**config.mk**
```make
export PLATFORM = sky130hd
export DESIGN_NAME = code_prefetch_unit
export DESIGN_NICKNAME = d
export VERILOG_FILES = /design/src/rtl/pfq_pkg.sv /design/src/rtl/pfq_addr_gen.sv /design/src/rtl/pfq_queue.sv /design/src/rtl/pfq_seq.sv /design/src/rtl/code_prefetch_unit.sv
export SDC_FILE = /design/constraint.sdc
export NUM_CORES = 1
export LEC_CHECK = 0
export BUFFER_PORTS_ARGS = -buffer_cell sky130_fd_sc_hd__buf_4
export CORE_ASPECT_RATIO = 1.1
export CORE_MARGIN = 10
export CORE_UTILIZATION = 52
export CTS_CLUSTER_SIZE = 14
export DETAILED_ROUTE_END_ITERATION = 12
export PLACE_DENSITY = 0.86
export SLEW_MARGIN = 10
export SYNTH_ARGS = -nofsm -noshare
export SYNTH_HDL_FRONTEND = slang
export SYNTH_SLANG_ARGS = --single-unit
```
**constraint.sdc**
```tcl
create_clock -name clk -period 3.57 [get_ports clk]
set_input_delay 0.714 -clock clk [delete_from_list [all_inputs] [get_ports clk]]
set_output_delay 0.714 -clock clk [all_outputs]
set_load 0.02 [all_outputs]
```
**src/rtl/pfq_pkg.sv**
```systemverilog
package pfq_pkg;
    localparam int unsigned SEG_W  = 16;
    localparam int unsigned OFS_W  = 16;
    localparam int unsigned SHIFT  = 4;
    localparam int unsigned PA_W   = 20;
    localparam int unsigned BYTE_W = 8;

    typedef logic [SEG_W-1:0]  seg_t;
    typedef logic [OFS_W-1:0]  ofs_t;
    typedef logic [PA_W-1:0]   paddr_t;
    typedef logic [BYTE_W-1:0] byte_t;
endpackage

```
**src/rtl/pfq_addr_gen.sv**
```systemverilog
module pfq_addr_gen
    import pfq_pkg::*;
(
    input  seg_t   seg_i,
    input  ofs_t   ofs_i,
    output paddr_t pa_o
);
    // Segment shifted by SHIFT bits plus the zero-extended offset; carry out of
    // the top bit is dropped by the PA_W-wide sum.
    localparam int unsigned SEG_SH_W = SEG_W + SHIFT;

    logic [SEG_SH_W-1:0] seg_sh;
    paddr_t              base;
    paddr_t              off;

    always_comb begin
        seg_sh = {seg_i, {SHIFT{1'b0}}};
        base   = PA_W'(seg_sh);
        off    = PA_W'(ofs_i);
        pa_o   = base + off;
    end
endmodule

```
**src/rtl/pfq_queue.sv**
```systemverilog
module pfq_queue
    import pfq_pkg::*;
#(
    parameter int unsigned DEPTH = 6
) (
    input  logic                       clk,
    input  logic                       rst,
    input  logic                       flush,
    input  logic                       push,
    input  byte_t                      push_data,
    input  logic                       pop,
    output logic                       valid,
    output byte_t                      data,
    output logic [$clog2(DEPTH+1)-1:0] fill
);
    localparam int unsigned PTR_W = (DEPTH > 1) ? $clog2(DEPTH) : 1;
    localparam int unsigned CNT_W = $clog2(DEPTH + 1);

    typedef struct packed {
        logic [DEPTH-1:0][BYTE_W-1:0] slots;
        logic [PTR_W-1:0]             rd;
        logic [PTR_W-1:0]             wr;
        logic [CNT_W-1:0]             cnt;
    } q_state_t;

    q_state_t st_d, st_q;

    function automatic logic [PTR_W-1:0] ptr_inc(input logic [PTR_W-1:0] p);
        return (int'(p) == DEPTH - 1) ? '0 : p + 1'b1;
    endfunction

    logic do_pop;
    logic do_push;

    always_comb begin
        st_d    = st_q;
        do_pop  = pop && (st_q.cnt != '0);
        do_push = push && ((int'(st_q.cnt) < DEPTH) || do_pop);
        if (do_pop) begin
            st_d.rd = ptr_inc(st_q.rd);
        end
        if (do_push) begin
            st_d.slots[st_q.wr] = push_data;
            st_d.wr             = ptr_inc(st_q.wr);
        end
        st_d.cnt = st_q.cnt + CNT_W'(do_push) - CNT_W'(do_pop);
        if (flush) begin
            st_d.rd  = '0;
            st_d.wr  = '0;
            st_d.cnt = '0;
        end
    end

    always_ff @(posedge clk) begin
        if (rst) begin
            st_q <= '0;
        end else begin
            st_q <= st_d;
        end
    end

    assign valid = (st_q.cnt != '0);
    assign data  = st_q.slots[st_q.rd];
    assign fill  = st_q.cnt;
endmodule

```
**src/rtl/pfq_seq.sv**
```systemverilog
module pfq_seq
    import pfq_pkg::*;
#(
    parameter int unsigned DEPTH        = 6,
    parameter int unsigned MAX_INFLIGHT = 4,
    parameter seg_t        RESET_SEG    = 16'hFFFF,
    parameter ofs_t        RESET_OFS    = 16'h0000
) (
    input  logic                              clk,
    input  logic                              rst,
    input  logic                              redirect,
    input  seg_t                              redir_seg,
    input  ofs_t                              redir_ofs,
    input  logic                              mem_ready,
    input  logic                              mem_rvalid,
    input  logic [$clog2(DEPTH+1)-1:0]        fill,
    output seg_t                              seg,
    output ofs_t                              ofs,
    output logic                              req,
    output logic                              enq,
    output logic [$clog2(MAX_INFLIGHT+1)-1:0] live,
    output logic [$clog2(MAX_INFLIGHT+1)-1:0] stale
);
    localparam int unsigned OUT_W = $clog2(MAX_INFLIGHT + 1);

    typedef struct packed {
        seg_t             seg;
        ofs_t             ofs;
        logic [OUT_W-1:0] live;
        logic [OUT_W-1:0] stale;
    } s_state_t;

    s_state_t st_d, st_q;

    logic accept;
    logic rsp_stale;
    logic rsp_live;

    always_comb begin
        // Reserve a queue slot for every live read; cap all outstanding reads.
        req = ((int'(fill) + int'(st_q.live)) < DEPTH) &&
              ((int'(st_q.live) + int'(st_q.stale)) < MAX_INFLIGHT);
        accept    = req && mem_ready;
        rsp_stale = mem_rvalid && (st_q.stale != '0);
        rsp_live  = mem_rvalid && (st_q.stale == '0) && (st_q.live != '0);
        enq       = rsp_live && !redirect;

        st_d = st_q;
        if (redirect) begin
            st_d.seg   = redir_seg;
            st_d.ofs   = redir_ofs;
            st_d.live  = '0;
            st_d.stale = st_q.stale - OUT_W'(rsp_stale)
                       + st_q.live  - OUT_W'(rsp_live)
                       + OUT_W'(accept);
        end else begin
            if (accept) begin
                st_d.ofs = st_q.ofs + 1'b1;
            end
            st_d.live  = st_q.live + OUT_W'(accept) - OUT_W'(rsp_live);
            st_d.stale = st_q.stale - OUT_W'(rsp_stale);
        end
    end

    always_ff @(posedge clk) begin
        if (rst) begin
            st_q.seg   <= RESET_SEG;
            st_q.ofs   <= RESET_OFS;
            st_q.live  <= '0;
            st_q.stale <= '0;
        end else begin
            st_q <= st_d;
        end
    end

    assign seg   = st_q.seg;
    assign ofs   = st_q.ofs;
    assign live  = st_q.live;
    assign stale = st_q.stale;
endmodule

```
**src/rtl/code_prefetch_unit.sv**
```systemverilog
module code_prefetch_unit
    import pfq_pkg::*;
#(
    parameter int unsigned DEPTH        = 6,
    parameter int unsigned MAX_INFLIGHT = 4,
    parameter logic [15:0] RESET_SEG    = 16'hFFFF,
    parameter logic [15:0] RESET_OFS    = 16'h0000
) (
    input  logic        clk,
    input  logic        rst,
    input  logic        br_valid,
    input  logic [15:0] br_seg,
    input  logic [15:0] br_ofs,
    output logic        mem_req,
    output logic [19:0] mem_addr,
    input  logic        mem_ready,
    input  logic        mem_rvalid,
    input  logic [7:0]  mem_rdata,
    output logic        ins_valid,
    output logic [7:0]  ins_byte,
    input  logic        ins_ready
);
    localparam int unsigned CNT_W = $clog2(DEPTH + 1);
    localparam int unsigned OUT_W = $clog2(MAX_INFLIGHT + 1);

    seg_t             cur_seg;
    ofs_t             cur_ofs;
    logic             enq;
    logic [CNT_W-1:0] q_fill;
    logic [OUT_W-1:0] n_live;
    logic [OUT_W-1:0] n_stale;

    pfq_seq #(
        .DEPTH       (DEPTH),
        .MAX_INFLIGHT(MAX_INFLIGHT),
        .RESET_SEG   (RESET_SEG),
        .RESET_OFS   (RESET_OFS)
    ) u_seq (
        .clk       (clk),
        .rst       (rst),
        .redirect  (br_valid),
        .redir_seg (br_seg),
        .redir_ofs (br_ofs),
        .mem_ready (mem_ready),
        .mem_rvalid(mem_rvalid),
        .fill      (q_fill),
        .seg       (cur_seg),
        .ofs       (cur_ofs),
        .req       (mem_req),
        .enq       (enq),
        .live      (n_live),
        .stale     (n_stale)
    );

    pfq_addr_gen u_agen (
        .seg_i(cur_seg),
        .ofs_i(cur_ofs),
        .pa_o (mem_addr)
    );

    pfq_queue #(
        .DEPTH(DEPTH)
    ) u_queue (
        .clk      (clk),
        .rst      (rst),
        .flush    (br_valid),
        .push     (enq),
        .push_data(mem_rdata),
        .pop      (ins_ready),
        .valid    (ins_valid),
        .data     (ins_byte),
        .fill     (q_fill)
    );
endmodule

```
==> impl_metrics.csv <==
group,metric,value,unit
worst_setup_path,worst_path_max_delay_cell,"fa_1",
finish,design_area,5959,sq um
global_route,grt.busiest_layer,"met2",
finish,final_cells,741,
global_route,grt_max_degree,68,
worst_setup_path,crit_start,"u_queue.fill[0]",
worst_setup_path,rr_startpoint,"u_queue.fill[0]",
placed_design,pre_cts_slack,108.4,ps
clocking,path_clk_slew,90,ps
logic_synthesis,synth_enable_flop_cells,0,
clocking,root_buffer,"clkbuf_8",
global_route,use_met3,0.05925,
logic_synthesis,synth-async-reset-ratio,0,
logic_synthesis,synth_area_per_cell,9.298,sq um
global_route,grt_pass1_wl,20030,um
logic_synthesis,synthCells,556,
worst_setup_path,critical_path_depth,14,
placed_design,hpwl,9043,um
worst_setup_path,crit_end,"u_seq.stale[2]",
worst_setup_path,reg2regPathDepth,14,
worst_setup_path,crit_path_end_kind,"flop",
worst_setup_path,critPathMaxFanout,4,
logic_synthesis,syn-num-nets,634,
global_route,antenna_found_initial,0,
placed_design,place_area,5748,sq um
global_route,track_usage,0.1658,
floorplan,coreArea,9794,sq um
sta,period_minus_slack,3409,ps
clocking,clock_latency,360,ps
run,maxCapViolCount,0,
global_route,grt-ovfl-total,0,
worst_setup_path,reg2reg_slack,160,ps
detailed_routing,num_vias,4091,
placed_design,port_buffers,75,
logic_synthesis,syn_area,5170,sq um
worst_setup_path,path_class,"reg2reg",
worst_setup_path,critPathTopFamily,"adder cells",
power,irDropWorstVdd,324.8,uV
worst_setup_path,crit_path_start_kind,"flop",
worst_setup_path,r2r_end,"u_seq.stale[2]",
worst_hold_path,min_path_type,"reg2reg",
detailed_routing,detail_route.wl_per_cell,16.23,um
worst_setup_path,critPathBufInv,3,
clocking,post_cts_buffers,0,
finish,final_nets,694,
worst_setup_path,max_stage_delay,440,ps
detailed_routing,drt_iter0_drc,163,
logic_synthesis,ys_types,54,
placed_design,gp_congestion,0.9242,
detailed_routing,avgViaCountPerCell,5.521,
finish,layout_common_cells,"dfxtp_1 (93), nor2_1 (83), buf_4 (80)",
logic_synthesis,ys_warn_count,0,
worst_setup_path,arrival,3630,ps
detailed_routing,drc,0,
sta,rsz0062_at_grt,"false",
power,power_density,454.2,nW/um^2
clocking,tritoncts,"built",
sta,finalSetupViolCount,0,
status,status,"complete, no violations",
finish,layout_commonest_cell,"dfxtp_1",
finish,drive_gt1_frac,0.1884,
logic_synthesis,synthFlopType,"dfxtp_1",
sta,slew_violations,0,
detailed_routing,ant_nets,0,
detailed_routing,dr.pass1.iters,4,
floorplan,die_width,115.1,um
clocking,clock-sinks,95,
sta,fmax,0.2934,GHz
floorplan,io_pins,76,
sta,worstMarginPinSlew,803.7,ps
floorplan,initial_core_util,0.5278,
logic_synthesis,synth-seq-cells,95,
detailed_routing,routed_wl,12020,um
floorplan,die_h,124.6,um
worst_setup_path,required,3790,ps
floorplan,dieArea,14330,sq um
clocking,clockBufferDepth,2,
sta,fin_ws,161.2,ps
logic_synthesis,seq_area_frac_synth,0.3679,
power,power.leakage,2.483,nW
finish,area_delta_synth_final,15.27,%
global_route,use_met2,0.2812,
clocking,cts_buffers,9,
sta,tns,0,ps
global_route,use_met1,0.1890,
clocking,cts_max_level,3,
sta,finalHoldViolCount,0,
sta,fin_skew,15.36,ps
sta,finalCritPeriodShare,0.9548,
floorplan,row_count,38,
global_route,grt_pass1_vias,4256,
placed_design,dp_cells,725,
finish,diodes,0,
power,power,2.707,mW
sta,relSlewSlack,0.4635,
worst_setup_path,crit_chain,"inv_1 > nor2_1 > fa_1 > a221o_1 > nor2_2 > inv_1 > ha_1 > inv_1 > fa_1 > fa_1 > xnor2_1 > xnor2_1 > and3_1 > nor3_1",
[cells by family (layout without fill, tap and decap cells)]
logic type,count (synthesis),count (layout),synth area share
simple gates,172,172,0.1578
fa+ha+maj,32,32,0.08616
buf+inv,68,133,0.06026
xor+xnor,35,35,0.05929
flops,95,95,0.3679
mux,79,79,0.1723
compound gates,75,75,0.09632
[how the worst min path moves through the flow]
stage	startpoint	to	cells after the start
after floorplan	u_seq.seg[0]	u_seq.seg[0]	2
after global placement	u_queue.st_q[13]	u_queue.st_q[13]	2
after detailed placement	u_seq.seg[5]	u_seq.seg[5]	2
after CTS	u_seq.seg[7]	u_seq.seg[7]	2
after global routing	u_queue.st_q[37]	u_queue.st_q[37]	2
final	u_seq.seg[7]	u_seq.seg[7]	2
[power by group]
part | switching [mW] | leakage (nW) | internal, mW
clock | 0.397 | 0.0994 | 0.336
combinational | 0.442 | 1.61 | 0.372
sequential | 0.0525 | 0.775 | 1.11
total | 0.891 | 2.48 | 1.82
[cells in the mapped netlist (7+ instances only)]
| master | count | area share |
|---|---|---|
| a211oi_1 | 12 | 0.017 |
| o21ai_0 | 9 | 0.0087 |
| o22ai_1 | 9 | 0.011 |
| a21oi_1 | 23 | 0.022 |
| nor4_1 | 9 | 0.011 |
| ha_1 | 26 | 0.063 |
| xnor2_1 | 29 | 0.049 |
| mux2i_1 | 71 | 0.14 |
| nor2_1 | 83 | 0.060 |
| mux4_2 | 8 | 0.035 |
| inv_1 | 36 | 0.026 |
| clkbuf_1 | 14 | 0.010 |
| dfxtp_1 | 95 | 0.37 |
| nand3_1 | 7 | 0.0068 |
| nand2_1 | 32 | 0.023 |
[worst register-to-register path, stage by stage (launching register included)]
cell     delay (ps)
dfxtp_1         390
inv_1            80
nor2_1          140
fa_1            440
a221o_1         360
nor2_2          130
inv_1            50
ha_1            270
inv_1            50
fa_1            410
fa_1            390
xnor2_1         190
xnor2_1         150
and3_1          180
nor3_1           50
[per-layer routing]
layer,vias up,share of wire
met2,102,0.51
met5,-,0
met1,1936,0.41
met4,0,0.015
met3,15,0.071
li1,2038,-
[through the flow]
step | util | hold WS, ps
2_1_floorplan | - | 448.7
3_3_place_gp | 0.5869 | 467.3
3_5_place_dp | 0.5869 | 470.8
4_1_cts | 0.6076 | 497.8
5_1_grt | 0.6085 | 518.5
6_report | 0.6085 | 493.1
[state kept, by name, indices dropped and copies added (netlist names)]
register	count
u_queue.st_q	54
u_seq.seg	16
u_seq.live	3
u_seq.ofs	16
u_queue.fill	3
u_seq.stale	3
[cell type report]
type                            instances  area [sq um]
Timing Repair Buffer                   80         600.6
Clock inverter                          6         75.07
Fill cell                             839          3835
Tap cell                              120         150.1
Clock buffer                           10         127.6
Sequential cell                        95          1904
Inverter                               37         138.9
Multi-Input combinational cell        393          2963
[repair_timing]
item / CTS / global route
hold buffers: 0 / 0
setup endpoints to repair: 0 / 1
resized for setup: 0 / 3
endpoints found under the hold margin: 0 / 0
Power figures use the tool's default switching activity.
